### src/rtl/spi_regport_pkg.sv
// Package: shared definitions for the serial register-access port.
// Assumes: frame layout is {op, address, data} with op in the top bit.
package spi_regport_pkg;

    // Operation encoded in the top bit of a frame.
    typedef enum logic {
        OP_WR = 1'b0,
        OP_RD = 1'b1
    } spi_op_e;

    // Bit positions of the serial pins inside the synchronized vector.
    localparam int PIN_DIN  = 0;
    localparam int PIN_SCLK = 1;
    localparam int PIN_CSN  = 2;
    localparam int PIN_CNT  = 3;

endpackage

### src/rtl/spi_pin_sync.sv
// Module: multi-stage synchronizer for a small vector of asynchronous pins.
// Assumes: STAGES >= 2; each pin is synchronized independently; RST_VAL
// gives the idle level each pin is assumed to hold during reset.
module spi_pin_sync #(
    parameter int                 WIDTH   = 3,
    parameter int                 STAGES  = 2,
    parameter logic [WIDTH-1:0]   RST_VAL = '0
) (
    input  logic             clk,
    input  logic             rst_n,
    input  logic [WIDTH-1:0] d,
    output logic [WIDTH-1:0] q
);

    logic [WIDTH-1:0] chain [STAGES];

    // Purpose: move every pin one stage further along the flop chain.
    always_ff @(posedge clk) begin
        if (!rst_n) begin
            for (int i = 0; i < STAGES; i++) begin
                chain[i] <= RST_VAL;
            end
        end else begin
            chain[0] <= d;
            for (int i = 1; i < STAGES; i++) begin
                chain[i] <= chain[i-1];
            end
        end
    end

    assign q = chain[STAGES-1];

endmodule

### src/rtl/spi_shift_frame.sv
// Module: edge detection, bit counting, frame shift register and output.
// Assumes: inputs are already synchronized to clk; serial clock phases last
// at least two clk cycles; a load request never coincides with a shift.
module spi_shift_frame #(
    parameter int FRAME_W = 16,
    parameter int DATA_W  = 8,
    parameter int CNT_W   = 6
) (
    input  logic               clk,
    input  logic               rst_n,
    input  logic               cs_n_s,
    input  logic               sclk_s,
    input  logic               din_s,
    input  logic               load_en,
    input  logic [DATA_W-1:0]  load_data,
    output logic [FRAME_W-1:0] frame,
    output logic [CNT_W-1:0]   bit_cnt,
    output logic               cs_rise,
    output logic               dout
);

    localparam logic [CNT_W-1:0] CNT_MAX = '1;

    logic cs_prev;
    logic sclk_prev;
    logic cs_fall;
    logic sclk_rise;
    logic sclk_fall;

    // Purpose: remember last synchronized levels for edge detection.
    always_ff @(posedge clk) begin
        if (!rst_n) begin
            cs_prev   <= 1'b1;
            sclk_prev <= 1'b0;
        end else begin
            cs_prev   <= cs_n_s;
            sclk_prev <= sclk_s;
        end
    end

    // Purpose: derive edge events, serial-clock edges only while selected.
    always_comb begin
        cs_fall   = cs_prev & ~cs_n_s;
        cs_rise   = ~cs_prev & cs_n_s;
        sclk_rise = ~cs_n_s & sclk_s & ~sclk_prev;
        sclk_fall = ~cs_n_s & ~sclk_s & sclk_prev;
    end

    // Purpose: count bits received in the current frame, saturating.
    always_ff @(posedge clk) begin
        if (!rst_n) begin
            bit_cnt <= '0;
        end else if (cs_fall) begin
            bit_cnt <= '0;
        end else if (sclk_rise && (bit_cnt != CNT_MAX)) begin
            bit_cnt <= bit_cnt + 1'b1;
        end
    end

    // Purpose: shift data in MSB first, or take the read preload.
    always_ff @(posedge clk) begin
        if (!rst_n) begin
            frame <= '0;
        end else if (sclk_rise) begin
            frame <= {frame[FRAME_W-2:0], din_s};
        end else if (load_en) begin
            frame[DATA_W-1:0] <= load_data;
        end
    end

    // Purpose: present the top bit, advancing on falling serial-clock edges.
    always_ff @(posedge clk) begin
        if (!rst_n) begin
            dout <= 1'b0;
        end else if (cs_n_s) begin
            dout <= 1'b0;
        end else if (cs_fall || sclk_fall) begin
            dout <= frame[FRAME_W-1];
        end
    end

endmodule

### src/rtl/spi_frame_decode.sv
// Module: decodes a completed frame into a register write or read request.
// Assumes: cs_rise is a single-cycle pulse; rf_rdata answers rf_addr in the
// same cycle (combinational register-file read).
module spi_frame_decode
    import spi_regport_pkg::*;
#(
    parameter int ADDR_W  = 7,
    parameter int DATA_W  = 8,
    parameter int FRAME_W = 16,
    parameter int CNT_W   = 6
) (
    input  logic               cs_rise,
    input  logic [FRAME_W-1:0] frame,
    input  logic [CNT_W-1:0]   bit_cnt,
    input  logic [DATA_W-1:0]  rf_rdata,
    output logic               rf_wr,
    output logic               rf_rd,
    output logic [ADDR_W-1:0]  rf_addr,
    output logic [DATA_W-1:0]  rf_wdata,
    output logic               load_en,
    output logic [DATA_W-1:0]  load_data
);

    localparam logic [CNT_W-1:0] CNT_FULL = CNT_W'(FRAME_W);

    spi_op_e op;
    logic    accept;

    // Purpose: accept only whole frames and split them by operation.
    always_comb begin
        op        = spi_op_e'(frame[FRAME_W-1]);
        accept    = cs_rise && (bit_cnt == CNT_FULL);
        rf_wr     = accept && (op == OP_WR);
        rf_rd     = accept && (op == OP_RD);
        rf_addr   = frame[FRAME_W-2 -: ADDR_W];
        rf_wdata  = frame[DATA_W-1:0];
        load_en   = rf_rd;
        load_data = rf_rdata;
    end

endmodule

### src/rtl/spi_regport.sv
// Module: top of the serial register-access slave port.
// Assumes: clk runs several times faster than the serial clock; the master
// lowers the serial clock before selecting; the register file answers reads
// combinationally.
module spi_regport
    import spi_regport_pkg::*;
#(
    parameter int ADDR_W      = 7,
    parameter int DATA_W      = 8,
    parameter int SYNC_STAGES = 2
) (
    input  logic              clk,
    input  logic              rst_n,
    input  logic              spi_sclk,
    input  logic              spi_cs_n,
    input  logic              spi_din,
    output logic              spi_dout,
    output logic              rf_wr,
    output logic              rf_rd,
    output logic [ADDR_W-1:0] rf_addr,
    output logic [DATA_W-1:0] rf_wdata,
    input  logic [DATA_W-1:0] rf_rdata
);

    localparam int FRAME_W = 1 + ADDR_W + DATA_W;
    localparam int CNT_W   = $clog2(FRAME_W + 1) + 1;
    localparam logic [PIN_CNT-1:0] PIN_IDLE = PIN_CNT'(1 << PIN_CSN);

    logic [PIN_CNT-1:0] pins_raw;
    logic [PIN_CNT-1:0] pins_s;
    logic               cs_n_s;
    logic               sclk_s;
    logic               din_s;
    logic [FRAME_W-1:0] frame;
    logic [CNT_W-1:0]   bit_cnt;
    logic               cs_rise;
    logic               load_en;
    logic [DATA_W-1:0]  load_data;

    // Purpose: gather the serial pins for the synchronizer.
    always_comb begin
        pins_raw           = '0;
        pins_raw[PIN_DIN]  = spi_din;
        pins_raw[PIN_SCLK] = spi_sclk;
        pins_raw[PIN_CSN]  = spi_cs_n;
    end

    spi_pin_sync #(
        .WIDTH   (PIN_CNT),
        .STAGES  (SYNC_STAGES),
        .RST_VAL (PIN_IDLE)
    ) u_sync (
        .clk   (clk),
        .rst_n (rst_n),
        .d     (pins_raw),
        .q     (pins_s)
    );

    assign cs_n_s = pins_s[PIN_CSN];
    assign sclk_s = pins_s[PIN_SCLK];
    assign din_s  = pins_s[PIN_DIN];

    spi_shift_frame #(
        .FRAME_W (FRAME_W),
        .DATA_W  (DATA_W),
        .CNT_W   (CNT_W)
    ) u_shift (
        .clk       (clk),
        .rst_n     (rst_n),
        .cs_n_s    (cs_n_s),
        .sclk_s    (sclk_s),
        .din_s     (din_s),
        .load_en   (load_en),
        .load_data (load_data),
        .frame     (frame),
        .bit_cnt   (bit_cnt),
        .cs_rise   (cs_rise),
        .dout      (spi_dout)
    );

    spi_frame_decode #(
        .ADDR_W  (ADDR_W),
        .DATA_W  (DATA_W),
        .FRAME_W (FRAME_W),
        .CNT_W   (CNT_W)
    ) u_decode (
        .cs_rise   (cs_rise),
        .frame     (frame),
        .bit_cnt   (bit_cnt),
        .rf_rdata  (rf_rdata),
        .rf_wr     (rf_wr),
        .rf_rd     (rf_rd),
        .rf_addr   (rf_addr),
        .rf_wdata  (rf_wdata),
        .load_en   (load_en),
        .load_data (load_data)
    );

endmodule

### config.mk
export PLATFORM = sky130hd
export DESIGN_NAME = spi_regport
export DESIGN_NICKNAME = d
export VERILOG_FILES = /design/src/rtl/spi_regport_pkg.sv /design/src/rtl/spi_pin_sync.sv /design/src/rtl/spi_shift_frame.sv /design/src/rtl/spi_frame_decode.sv /design/src/rtl/spi_regport.sv
export SDC_FILE = /design/constraint.sdc
export NUM_CORES = 1
export LEC_CHECK = 0
export BUFFER_PORTS_ARGS = -buffer_cell sky130_fd_sc_hd__buf_2
export CAP_MARGIN = 30
export CORE_MARGIN = 1.5
export CORE_UTILIZATION = 53
export DETAILED_ROUTE_END_ITERATION = 8
export PLACE_DENSITY_LB_ADDON = 0.12
export SLEW_MARGIN = 0
export SYNTH_ARGS = -nofsm -noshare
export SYNTH_HDL_FRONTEND = slang
export SYNTH_SLANG_ARGS = --single-unit
### constraint.sdc
create_clock -name clk -period 1.6 [get_ports clk]
set_input_delay 0.08 -clock clk [delete_from_list [all_inputs] [get_ports clk]]
set_output_delay 0.08 -clock clk [all_outputs]
set_load 0.1 [all_outputs]
==> metrics.yaml <==
status: "complete, but fails checks"
violations: "setup timing"
power.leakage_nw: 0.679
reg2reg_slack_ps: 50
grt_pass1_vias: 1030
setup_tns_ps: -61.3
hold_viol: 0
arrival_ps: 1550
grt_usage: 0.199
fin_worst_skew_ps: 9.18
fp-row-count: 18
yosysTopAreaCell: "dfxtp_1"
min_path_type: "in -> reg"
synth_nets: 172
ys_types: 35
synth_area_leaders: "dfxtp_1 (43%), nand2_1 (8.4%), buf_4 (7.9%), a21boi_0 (4.2%), o211ai_1 (4.2%)"
firstDrtPassIters: 4
cts_sinks: 31
synthCells: 157
syn_area_um2: 1430
grt_max_degree: 20
vias_per_cell: 5.20
fp.dieArea_um2: 3010
ios: 31
maxSlewViolCount: 0
path_max_fanout: 2
setup.worst_path.end: "rf_wr"
core_area_um2: 2520
cts-root-buf: "clkbuf_4"
areaGrowthSynthToFinish_pct: 22.0
drive_gt1_frac: 0.313
htreeDepth: 2
clock.fmax_mhz: 612
hpwl_um: 1750
cp.required_ps: 1520
io_buffer_count: 30
postRouteAntennaNets: 0
drv_cap: 0
finalCritPeriodShare: 1.02
rsz0062_at_grt: "yes"
cts_tree: "built"
fin_crit_ps: 1630
worst_pin_slew_ps: 487
final_common_cell: "nand2_1"
grt_pass1_wl_um: 4110
nets: 206
avgSynthCellArea_um2: 9.09
cp-startpoint: "u_shift.bit_cnt[1]$_SDFFE_PP0P_"
clkLatencyLatePin_ps: 320
via_count: 1154
layout_common_cells: "nand2_1 (32), buf_2 (28), dfxtp_1 (28)"
reg2regPathDepth: 8
grt-ovfl-total: 0
cts_buffers: 5
initial_core_util: 0.566
slowest_stage: "dfxtp_2"
finalSetupViolCount: 2
start_kind: "register"
gp_congestion: 0.767
drtIter0Drc: 7
p_per_area_nw_per_um2: 733
r2r_start: "u_shift.bit_cnt[1]$_SDFFE_PP0P_"
seq_area_frac_synth: 0.435
crit_path_end_kind: "output pin"
path_clk_slew_ps: 100
die_h_um: 54.9
synth-seq-cells: 31
drc: 0
antenna_found_initial: 0
path_class: "reg -> out"
r2r_end: "u_shift.frame[7]$_SDFFE_PN0P_"
cts_buffer_depth: 2
max_slew_margin: 0.678
setup_slack_ps: -34.0
synth_top_area_frac: 0.435
utilization: 0.690
ir_drop_uv: 843
crit_chain: "inv_2, ha_4, nand4bb_4, buf_4, nor4_4, buf_12"
wirelength_um: 2580
yosysWarnings: 0
fp.dieW_um: 54.9
worst_path_largest_cell_delay_ps: 340
num_antenna_cells: 0
detail_route.wl_per_cell_um: 11.6
[synth_stat cells, drive strengths merged]
cell type / n
o21a: 1
and4: 1
nand2b: 4
nor2: 4
xnor2: 1
o21ai: 1
o211ai: 8
nor4: 1
or3b: 1
nor3: 3
dfxtp: 31
nand3: 7
nand4: 4
a31oi: 1
nand2: 32
inv: 6
a311oi: 1
clkbuf: 1
or2b: 1
buf: 21
mux2i: 3
a21boi: 8
ha: 2
nor4b: 1
and3: 1
a211oi: 1
and2: 6
a21oi: 3
nand4bb: 1
nor3b: 1
[worst min path at each step]
stage | start | endpoint | cells past startpoint
6_report | rf_rdata[0] | u_shift.frame[0]$_SDFFE_PN0P_ | 3
5_1_grt | rf_rdata[0] | u_shift.frame[0]$_SDFFE_PN0P_ | 3
4_1_cts | rf_rdata[0] | u_shift.frame[0]$_SDFFE_PN0P_ | 3
3_5_place_dp | spi_cs_n | u_sync.chain[0][2]$_SDFF_PN1_ | 2
3_3_place_gp | spi_cs_n | u_sync.chain[0][2]$_SDFF_PN1_ | 2
2_1_floorplan | rst_n | u_sync.chain[0][5]$_SDFF_PN1_ | 1
[metal layers]
layer	track usage	vias to the layer above	wire, µm
met2	0.331	28	1250
met3	0.0618	6	125
met5	0	-	0
met4	0.126	0	63
li1	-	580	-
met1	0.218	540	1150
[critical path: cells and delay by family, from the launching register on]
family | cells | cell delay (ps)
DFF | 1 | 340
and+or+nand+nor | 2 | 330
adders and majority gates | 1 | 130
buffers and inverters | 3 | 440
[state kept, by name, indices dropped and copies added, names as in the netlist]
signal / cells
u_shift.bit_cnt: 6
u_shift.dout: 1
u_sync.chain: 6
u_shift.frame: 16
u_shift.sclk_prev: 1
u_shift.cs_prev: 1
[through the flow]
stage	setup WS [ps]	hold slack (ps)	std cells	power, mW	instance area (µm²)
5_1_grt	-103	7.78	222	1.33	1740
3_3_place_gp	177	262	200	0.851	1560
6_report	-34.0	10.9	222	1.28	1740
3_5_place_dp	128	266	200	0.852	1560
2_1_floorplan	-138	153	157	0.835	1470
4_1_cts	-50.7	0.306	222	1.30	1740
[cell families after synthesis]
logic type | Yosys count | synth area share
fa+ha+maj | 2 | 0.0175
simple gates | 68 | 0.266
flops | 31 | 0.435
mux | 3 | 0.0210
xor+xnor | 1 | 0.00614
compound gates | 24 | 0.119
buf+inv | 28 | 0.136
[final cells by class]
type | count | area [µm²]
Sequential cell | 31 | 624
Fill cell | 211 | 781
Inverter | 6 | 22.5
Tap cell | 30 | 37.5
Multi-Input combinational cell | 98 | 649
Timing Repair Buffer | 49 | 358
Clock inverter | 1 | 5.00
Clock buffer | 7 | 45.0
[repair_timing]
item | in CTS | in global routing
hold buffers | 9 | 0
cloned | 0 | 0
pin swaps | 1 | 0
gates resized for setup | 0 | 1
setup endpoints to repair | 1 | 7
buffers inserted | 5 | 0
hold endpoints to repair | 9 | 0
[report_power, final]
part           internal, mW  leakage [nW]  switching [mW]
logic                0.0400         0.398          0.0294
registers             0.780         0.252         0.00363
clock network         0.171        0.0293           0.252
(Power assumes the default switching activity.)
